`src/rtl/tmr_pkg.sv`:
```
package tmr_pkg;
    typedef enum logic [1:0] {
        MD_13     = 2'b00,
        MD_16     = 2'b01,
        MD_RELOAD = 2'b10,
        MD_SPLIT  = 2'b11
    } tmr_mode_e;

    typedef struct packed {
        logic      gate;
        logic      ext;
        tmr_mode_e mode;
    } chan_cfg_t;

    localparam int unsigned ADDR_W       = 3;
    localparam int unsigned CFG_W        = 4;
    localparam int unsigned NCH          = 2;
    localparam int unsigned CTL_FLAG_LSB = 4;
    localparam logic [ADDR_W-1:0] A_MODE = 3'd4;
    localparam logic [ADDR_W-1:0] A_CTL  = 3'd5;
endpackage

```
`src/rtl/tmr_edge_fsm.sv`:
```
module tmr_edge_fsm (
    input  logic clk,
    input  logic rst_n,
    input  logic tick,
    input  logic pin,
    output logic fall
);
    typedef enum logic {ES_LOW, ES_HIGH} edge_state_e;

    edge_state_e state_q, state_nx;
    logic        pin_q;

    always_ff @(posedge clk) begin
        if (!rst_n) begin
            state_q <= ES_LOW;
            pin_q   <= 1'b0;
        end else if (tick) begin
            state_q <= state_nx;
            pin_q   <= pin;
        end
    end

    always_comb begin
        state_nx = state_q;
        unique case (state_q)
            ES_LOW:  if (pin_q)  state_nx = ES_HIGH;
            ES_HIGH: if (!pin_q) state_nx = ES_LOW;
        endcase
    end

    always_comb begin
        fall = tick && (state_q == ES_HIGH) && !pin_q;
    end
endmodule

```
`src/rtl/tmr_chan_core.sv`:
```
module tmr_chan_core
    import tmr_pkg::*;
#(
    parameter int unsigned BYTE_W     = 8,
    parameter int unsigned PRE_W      = 5,
    parameter bit          SPLIT_CAPS = 1'b1
) (
    input  logic              clk,
    input  logic              rst_n,
    input  tmr_mode_e         mode,
    input  logic              inc_lo,
    input  logic              inc_hi,
    input  logic              wr_lo,
    input  logic              wr_hi,
    input  logic [BYTE_W-1:0] wdata,
    output logic [BYTE_W-1:0] lo,
    output logic [BYTE_W-1:0] hi,
    output logic              ovf_lo,
    output logic              ovf_hi
);
    localparam logic [BYTE_W-1:0] B_ONE = {{(BYTE_W-1){1'b0}}, 1'b1};
    localparam logic [PRE_W-1:0]  P_ONE = {{(PRE_W-1){1'b0}}, 1'b1};
    localparam logic [PRE_W-1:0]  P_MAX = {PRE_W{1'b1}};
    localparam logic [BYTE_W-1:0] B_MAX = {BYTE_W{1'b1}};

    logic [BYTE_W-1:0] lo_nx, hi_nx;
    logic              any_wr;

    assign any_wr = wr_lo || wr_hi;

    always_ff @(posedge clk) begin
        if (!rst_n) begin
            lo <= '0;
            hi <= '0;
        end else begin
            lo <= lo_nx;
            hi <= hi_nx;
        end
    end

    always_comb begin
        lo_nx  = lo;
        hi_nx  = hi;
        ovf_lo = 1'b0;
        ovf_hi = 1'b0;
        unique case (mode)
            MD_13: begin
                if (inc_lo && !any_wr) begin
                    if (lo[PRE_W-1:0] == P_MAX) begin
                        lo_nx[PRE_W-1:0] = '0;
                        hi_nx            = hi + B_ONE;
                        ovf_lo           = (hi == B_MAX);
                    end else begin
                        lo_nx[PRE_W-1:0] = lo[PRE_W-1:0] + P_ONE;
                    end
                end
            end
            MD_16: begin
                if (inc_lo && !any_wr) begin
                    lo_nx = lo + B_ONE;
                    if (lo == B_MAX) begin
                        hi_nx  = hi + B_ONE;
                        ovf_lo = (hi == B_MAX);
                    end
                end
            end
            MD_RELOAD: begin
                if (inc_lo && !any_wr) begin
                    if (lo == B_MAX) begin
                        lo_nx  = hi;
                        ovf_lo = 1'b1;
                    end else begin
                        lo_nx = lo + B_ONE;
                    end
                end
            end
            MD_SPLIT: begin
                if (SPLIT_CAPS) begin
                    if (inc_lo && !wr_lo) begin
                        lo_nx  = lo + B_ONE;
                        ovf_lo = (lo == B_MAX);
                    end
                    if (inc_hi && !wr_hi) begin
                        hi_nx  = hi + B_ONE;
                        ovf_hi = (hi == B_MAX);
                    end
                end
            end
        endcase
        if (wr_lo) lo_nx = wdata;
        if (wr_hi) hi_nx = wdata;
    end
endmodule

```
`src/rtl/tmr_dual.sv`:
```
module tmr_dual
    import tmr_pkg::*;
#(
    parameter int unsigned BYTE_W = 8,
    parameter int unsigned PRE_W  = 5
) (
    input  logic                 clk,
    input  logic                 rst_n,
    input  logic                 mc_tick,
    input  logic [NCH-1:0]       cnt_pin,
    input  logic [NCH-1:0]       gate_pin,
    input  logic                 wr_en,
    input  logic [ADDR_W-1:0]    addr,
    input  logic [BYTE_W-1:0]    wdata,
    output logic [BYTE_W-1:0]    rdata,
    input  logic [NCH-1:0]       intack,
    output logic [NCH-1:0]       irq_flag
);
    localparam int unsigned MODE_W = NCH * CFG_W;

    logic [MODE_W-1:0] mode_q;
    logic [NCH-1:0]    run_q;
    logic [NCH-1:0]    gate_q;
    logic [NCH-1:0]    fall, en, src;
    logic [NCH-1:0]    inc_lo, inc_hi, wr_lo, wr_hi;
    logic [NCH-1:0]    ovf_lo, ovf_hi, flag_set, flag_clr;
    logic [BYTE_W-1:0] lo_b [NCH];
    logic [BYTE_W-1:0] hi_b [NCH];
    chan_cfg_t         cfg  [NCH];
    logic              wr_mode, wr_ctl, split0;

    assign wr_mode = wr_en && (addr == A_MODE);
    assign wr_ctl  = wr_en && (addr == A_CTL);

    always_ff @(posedge clk) begin
        if (!rst_n) begin
            mode_q <= '0;
            run_q  <= '0;
        end else begin
            if (wr_mode) mode_q <= wdata[MODE_W-1:0];
            if (wr_ctl)  run_q  <= wdata[NCH-1:0];
        end
    end

    for (genvar g = 0; g < NCH; g++) begin : g_ch
        assign cfg[g]   = chan_cfg_t'(mode_q[CFG_W*g +: CFG_W]);
        assign wr_lo[g] = wr_en && (addr == ADDR_W'(2*g));
        assign wr_hi[g] = wr_en && (addr == ADDR_W'(2*g + 1));

        tmr_edge_fsm u_edge (
            .clk  (clk),
            .rst_n(rst_n),
            .tick (mc_tick),
            .pin  (cnt_pin[g]),
            .fall (fall[g])
        );

        always_ff @(posedge clk) begin
            if (!rst_n)       gate_q[g] <= 1'b0;
            else if (mc_tick) gate_q[g] <= gate_pin[g];
        end

        assign en[g]  = run_q[g] && (!cfg[g].gate || gate_q[g]);
        assign src[g] = cfg[g].ext ? fall[g] : mc_tick;

        tmr_chan_core #(
            .BYTE_W    (BYTE_W),
            .PRE_W     (PRE_W),
            .SPLIT_CAPS(g == 0)
        ) u_core (
            .clk   (clk),
            .rst_n (rst_n),
            .mode  (cfg[g].mode),
            .inc_lo(inc_lo[g]),
            .inc_hi(inc_hi[g]),
            .wr_lo (wr_lo[g]),
            .wr_hi (wr_hi[g]),
            .wdata (wdata),
            .lo    (lo_b[g]),
            .hi    (hi_b[g]),
            .ovf_lo(ovf_lo[g]),
            .ovf_hi(ovf_hi[g])
        );

        assign flag_clr[g] = (wr_ctl && wdata[CTL_FLAG_LSB + g]) || intack[g];

        always_ff @(posedge clk) begin
            if (!rst_n)           irq_flag[g] <= 1'b0;
            else if (flag_set[g]) irq_flag[g] <= 1'b1;
            else if (flag_clr[g]) irq_flag[g] <= 1'b0;
        end
    end

    assign split0 = (cfg[0].mode == MD_SPLIT);

    always_comb begin
        inc_lo[0]   = en[0] && src[0];
        inc_hi[0]   = mc_tick && run_q[1];
        inc_lo[1]   = split0 ? mc_tick : (en[1] && src[1]);
        inc_hi[1]   = 1'b0;
        flag_set[0] = ovf_lo[0];
        flag_set[1] = split0 ? ovf_hi[0] : (ovf_lo[1] || ovf_hi[1]);
    end

    always_comb begin
        rdata = '0;
        case (addr)
            3'd0:   rdata = lo_b[0];
            3'd1:   rdata = hi_b[0];
            3'd2:   rdata = lo_b[1];
            3'd3:   rdata = hi_b[1];
            A_MODE: rdata = BYTE_W'(mode_q);
            A_CTL:  begin
                rdata[NCH-1:0]                       = run_q;
                rdata[CTL_FLAG_LSB +: NCH]           = irq_flag;
            end
            default: rdata = '0;
        endcase
    end
endmodule

```
`config.mk`:
```
export PLATFORM = sky130hd
export DESIGN_NAME = tmr_dual
export DESIGN_NICKNAME = d
export VERILOG_FILES = /design/src/rtl/tmr_pkg.sv /design/src/rtl/tmr_edge_fsm.sv /design/src/rtl/tmr_chan_core.sv /design/src/rtl/tmr_dual.sv
export SDC_FILE = /design/constraint.sdc
export NUM_CORES = 1
export LEC_CHECK = 0
export BUFFER_PORTS_ARGS = -buffer_cell sky130_fd_sc_hd__clkbuf_2
export CORE_UTILIZATION = 45
export CTS_CLUSTER_SIZE = 20
export DETAILED_ROUTE_END_ITERATION = 10
export GPL_TIMING_DRIVEN = 1
export PLACE_DENSITY_LB_ADDON = 0.12
export SLEW_MARGIN = 20
export SYNTH_ARGS = -nofsm -noshare
export SYNTH_HDL_FRONTEND = slang
export SYNTH_SLANG_ARGS = --single-unit
```
`constraint.sdc`:
```
create_clock -name clk -period 3.29 [get_ports clk]
set_input_delay 0.329 -clock clk [delete_from_list [all_inputs] [get_ports clk]]
set_output_delay 0.329 -clock clk [all_outputs]
set_load 0.01 [all_outputs]
```
==> results of run 1 <==
[state kept, by name, summed over array words and instances (netlist names)]
name                 flops
g_ch.u_edge.state_q      2
mode_q                   8
g_ch.u_edge.pin_q        2
run_q                    2
gate_q                   2
g_ch.u_core.hi          16
irq_flag                 2
g_ch.u_core.lo          16
[critical path: stages, from the launching register on]
cell	delay, ns
dfxtp_1	0.50
ha_1	0.25
and3_1	0.32
ha_1	0.34
a21boi_2	0.22
or4_1	0.51
a31oi_1	0.16
[worst paths after layout]
path                                           from                           endpoint
setup / recovery  g_ch[0].u_core.lo[0]$_SDFFE_PN0P_  g_ch[0].u_core.hi[2]$_SDFFE_PN0P_
hold / removal                          gate_pin[1]             gate_q[1]$_SDFFE_PN0P_
setup reg to reg  g_ch[0].u_core.lo[0]$_SDFFE_PN0P_  g_ch[0].u_core.hi[2]$_SDFFE_PN0P_
hold reg to reg              gate_q[1]$_SDFFE_PN0P_             gate_q[1]$_SDFFE_PN0P_
[layer usage]
metal | GRT usage (%) | vias up | wire [um]
li1 | - | 1847 | -
met1 | 40.7 | 1816 | 5640
met2 | 41.9 | 158 | 5220
met3 | 6.20 | 21 | 966
met4 | 8.96 | 0 | 232
met5 | 0 | - | 0
[metrics by stage]
stage	util, %	cells	total power (W)
2_1_floorplan	-	478	0.000798
3_3_place_gp	48.7	584	0.000867
3_5_place_dp	48.7	584	0.000869
4_1_cts	50.0	592	0.00128
5_1_grt	50.0	592	0.00134
6_report	50.0	592	0.00129
[report_power, final]
part | total [W] | switching, W | leakage, nW | internal, W
Sequential | 0.000660 | 0.0000346 | 0.406 | 0.000625
Combinational | 0.000201 | 0.000122 | 1.08 | 0.0000786
Clock | 0.000426 | 0.000232 | 0.0544 | 0.000194
Total | 0.00129 | 0.000389 | 1.54 | 0.000897
[cell usage in the layout, fill, tap and decap left out, types with 5 or more instances in the layout]
cell type   n
dfxtp_1    50
ha_1       15
a221oi_1    5
clkbuf_2   30
nor2b_1     5
o31a_1      6
nand2b_1    6
nor3_1     15
nand3_1    13
o21ai_0    31
buf_4       6
mux2i_1    25
nor2_1     54
and4_1      8
nand4_1    10
and3_1     17
o31ai_1     7
inv_1      11
a31oi_1     9
nor4_1      5
a211oi_1   10
nand2_1    31
a311oi_1    6
a21oi_1    22
clkbuf_8    7
[kinds of logic (layout without fill, tap and decap cells)]
group | after synthesis | in the layout
multiplexers | 31 | 31
adder cells (fa/ha/maj) | 15 | 15
AND/OR/NAND/NOR | 186 | 186
AO/OA/AOI/OAI | 141 | 141
XOR/XNOR | 8 | 8
buffers and inverters | 47 | 56
flip-flops | 50 | 50
[layout make-up]
cell class / count / area [um^2] / area share (%)
multi-input combinational: 381 / 2650 / 64.2
clock inverter: 1 / 8.76 / 0.212
tap: 105 / 131 / 3.18
timing repair buffer: 36 / 195 / 4.73
inverter: 12 / 45.0 / 1.09
clock buffer: 7 / 96.3 / 2.33
sequential: 50 / 1000 / 24.3
==> run metrics, run 1 <==
Synth Area in XOR/XNOR 1.82%; Simple-Gate Fraction of Synth Area 25.8%; count leader, synth nor2_1; slew margin rel. 47.9%; YS warnings 0; # rows 33; Seq/Total Area, Yosys 26.0%; hold depth 3; ys async rst share 0%; Final WS setup 0.922 ns; mapped cell area 3850 um^2; Clock Path Buffers 2; first-pass GRT wire length 19300 um; gpl congestion 0.922; setup slack, reg-to-reg 0.92 ns; nets 522; top cells by instance count after synthesis 54 x nor2_1, 50 x dfxtp_1, 31 x nand2_1, 31 x o21ai_0, 25 x mux2i_1; postcts setup bufs 0; largest net degree at the start of global routing 35; H-tree Lvls 2; post-DR wirelength/cell 20.4 um; crit path time final 2.37 ns; Gates resized, CTS repair 0; antenna viol nets, final 0; Yosys top cell area share 26.0%; final setup TNS 0 ns; Ports 31; P&R area growth vs syn 7.22%; core area 8260 um^2; Worst Setup Path Type reg2reg; Max Clk Rate 422 MHz; Vias 3842; Worst EP arrival 2.62 ns; CTS root buf clkbuf_8; Worst Hold Margin 0.243 ns; vias in the first global route 3507; CTS Hold Bufs 0; initial antenna violation count 0; main area contributors after synthesis dfxtp_1 26%, mux2i_1 6.5%, nor2_1 5.3%; Reg clk slew, reported paths 0.10 ns; WL final 12100 um; total track usage 28.4%; Final Hold Vio Count 0; largest family of logic cells by synthesized area compound AO/OA/AOI/OAI gates; unrepaired setup endpoints after global routing no; Adder-Cell Fraction of Synth Area 4.88%; placed cell areas 4020 um^2; worst clock skew 0.00552 ns; Max Fanout on Critical Path 16; CTS tree built; clk_lat worst skew 0.32 ns; CTS Buf Count 5; layout cells sized above 1 14.6%; Setup WS pre-CTS 0.819 ns; port bufs 30; syn avg cell area 8.05 um^2; endpoint class of the critical path flip-flop; post-route cell area 4130 um^2; Initial Utilization 46.6%; Synth Area in Compound Gates 27.3%; First-pass DRT Iterations 4; Ant. Diodes 0; Max Slew Vio Count 0; register bit total from synthesis 50; Clock Sinks 50; Min-Delay Path Class in2reg; Netlist cell types 68; r2r worst-path depth 6; Final Setup Violations 0; CP Launch Type flip-flop; top cell type by total area after synthesis dfxtp_1; Worst Max-Slew Pin Slew 0.771 ns; status complete, no violations; Synthesized Nets 514; worst vdd rail ir drop 0.177 mV; grt ovf 0; Die Span X 94.5 um; total of max-cap violations 0; DRC errors left 0; die height 94.5 um; filler instances 837; Tcrit/Tclk final 72.0%; Iter 0 DRT Violations 372; Post-Syn Instances 478; Top FF cell, synth dfxtp_1; CP required 3.54 ns; Post-DP HPWL 8750 um; Post-synth EDFFs 0; post-synthesis mux area share 8.84%; DR vias/cell 6.49; leakage 1.54 nW; area of the die 8930 um^2; P per Cell Area 312 nW/um^2
No activity file was read; power rests on OpenSTA's default activity.
==> run 2: changes to the inputs <==
==> constraint.sdc (replaced) <==
create_clock -name clk -period 2.3 [get_ports clk]
set_input_delay 0.23 -clock clk [delete_from_list [all_inputs] [get_ports clk]]
set_output_delay 0.23 -clock clk [all_outputs]
set_load 0.01 [all_outputs]
==> run metrics, run 2 (synthesis gave the netlist of run 1 again) <==
worst vdd rail ir drop 0.315 mV; CP required 2.51 ns; DRC errors left 0; status complete, no violations; Min-Delay Path Class in2reg; GRT busiest layer met1; Cell Count, Final, Fillers Out 617; grt ovf 0; Vias 3940; crit path time final 2.17 ns; Clock Sinks 50; CP Cell Sequence ha_1, and3_2, and3_2, a21boi_2, nor4_1, o31a_1; Initial Utilization 46.6%; Gates resized, CTS repair 0; Largest regs g_ch.u_core.hi (16), g_ch.u_core.lo (16), mode_q (8); Max Fanout on Critical Path 16; CP Launch Type flip-flop; Max Slew Vio Count 0; Max Clk Rate 462 MHz; vias in the first global route 3549; initial antenna violation count 0; hold depth 3; slowest CP cell a21boi_2; Reg power frac 51.7%; H-tree Lvls 2; Placed Cells 609; sw frac 30.1%; Worst EP arrival 2.37 ns; Die Span X 94.5 um; utilization after layout 52.1%; total of max-cap violations 0; core area 8260 um^2; DR vias/cell 6.39; port bufs 30; total track usage 28.9%; met3 usage 6.20%; Clock power frac 30.7%; Final Setup Violations 0; r2r worst-path depth 6; Final Hold Vio Count 0; Switching Power 0.000544 W; postcts setup bufs 0; CTS tree built; commonest non-fill, non-tap cells in the layout 54 x nor2_1, 50 x dfxtp_1, 31 x nand2_1, 31 x buf_4; # rows 33; layout cells sized above 1 18.9%; slew margin rel. 57.7%; Ant. Diodes 0; Worst Setup Path Type reg2reg; largest net degree at the start of global routing 35; nets 547; clk_lat worst skew 0.31 ns; Post-DP HPWL 9170 um; antenna viol nets, final 0; most common cell after layout, fill and taps aside nor2_1; Worst path most repeated cell and3_2; Clock Path Buffers 2; Comb power frac 17.6%; P per Cell Area 421 nW/um^2; worst clock skew 0.0127 ns; leakage 1.67 nW; die height 94.5 um; Reg clk slew, reported paths 0.10 ns; P&R area growth vs syn 11.8%; WL final 12600 um; post-DR wirelength/cell 20.4 um; CTS root buf clkbuf_8; Internal Power 0.00127 W; Iter 0 DRT Violations 256; endpoint class of the critical path flip-flop; Max stage delay on crit path 0.52 ns; CTS Buf Count 5; Ports 31; Tcrit/Tclk final 94.2%; unrepaired setup endpoints after global routing no; met1 GRT Util 42.4%; first-pass GRT wire length 19500 um; area of the die 8930 um^2; gpl congestion 0.906; Worst Max-Slew Pin Slew 0.628 ns; CTS Hold Bufs 0; Power Total 0.00181 W; First-pass DRT Iterations 5; final setup TNS 0 ns; GR Util met2 41.7%
run 2: layout make-up:
cell class / count / area (um^2)
clock buffer: 7 / 86.3
clock inverter: 1 / 5.00
fill: 852 / 3950
inverter: 12 / 45.0
multi-input combinational: 381 / 2650
sequential: 50 / 1000
tap: 105 / 131
timing repair buffer: 61 / 383
run 2: worst paths after layout:
check / startpoint / to / slack [ns]
max reg2reg: g_ch[0].u_core.lo[1]$_SDFFE_PN0P_ / g_ch[0].u_core.hi[4]$_SDFFE_PN0P_ / 0.13
min: gate_pin[0] / gate_q[0]$_SDFFE_PN0P_ / 0.16
max: g_ch[0].u_core.lo[1]$_SDFFE_PN0P_ / g_ch[0].u_core.hi[4]$_SDFFE_PN0P_ / 0.13
min reg2reg: gate_q[1]$_SDFFE_PN0P_ / gate_q[1]$_SDFFE_PN0P_ / 0.50
run 2: through the flow:
| step | instance area, um^2 | setup slack [ns] | hold slack, ns |
|---|---|---|---|
| global placement | 4210 | 0.131 | 0.466 |
| CTS | 4300 | 0.106 | 0.155 |
| global route | 4300 | 0.0168 | 0.162 |
| finish | 4300 | 0.133 | 0.157 |
| floorplan | 3850 | 0.176 | 0.377 |
| detailed placement | 4210 | 0.152 | 0.476 |
run 2: routing by layer:
layer,wire [um],vias to the layer above
met2,5280,197
met1,5830,1827
met4,302,0
met3,1160,24
met5,0,-
li1,-,1892
run 2: power groups by stage:
stage	sequential (W)	combinational, W	clock (W)
6_report	0.000935	0.000318	0.000557
5_1_grt	0.000939	0.000345	0.000595
4_1_cts	0.000934	0.000312	0.000566
3_5_place_dp	0.000954	0.000311	0
3_3_place_gp	0.000954	0.000309	0
2_1_floorplan	0.000940	0.000202	0
run 2: worst max-delay path: cells and delay by family, from the launching register on:
family          cells  cell delay, ns
compound gates      2            0.81
fa+ha+maj           1            0.23
flops               1            0.37
simple gates        3            0.65
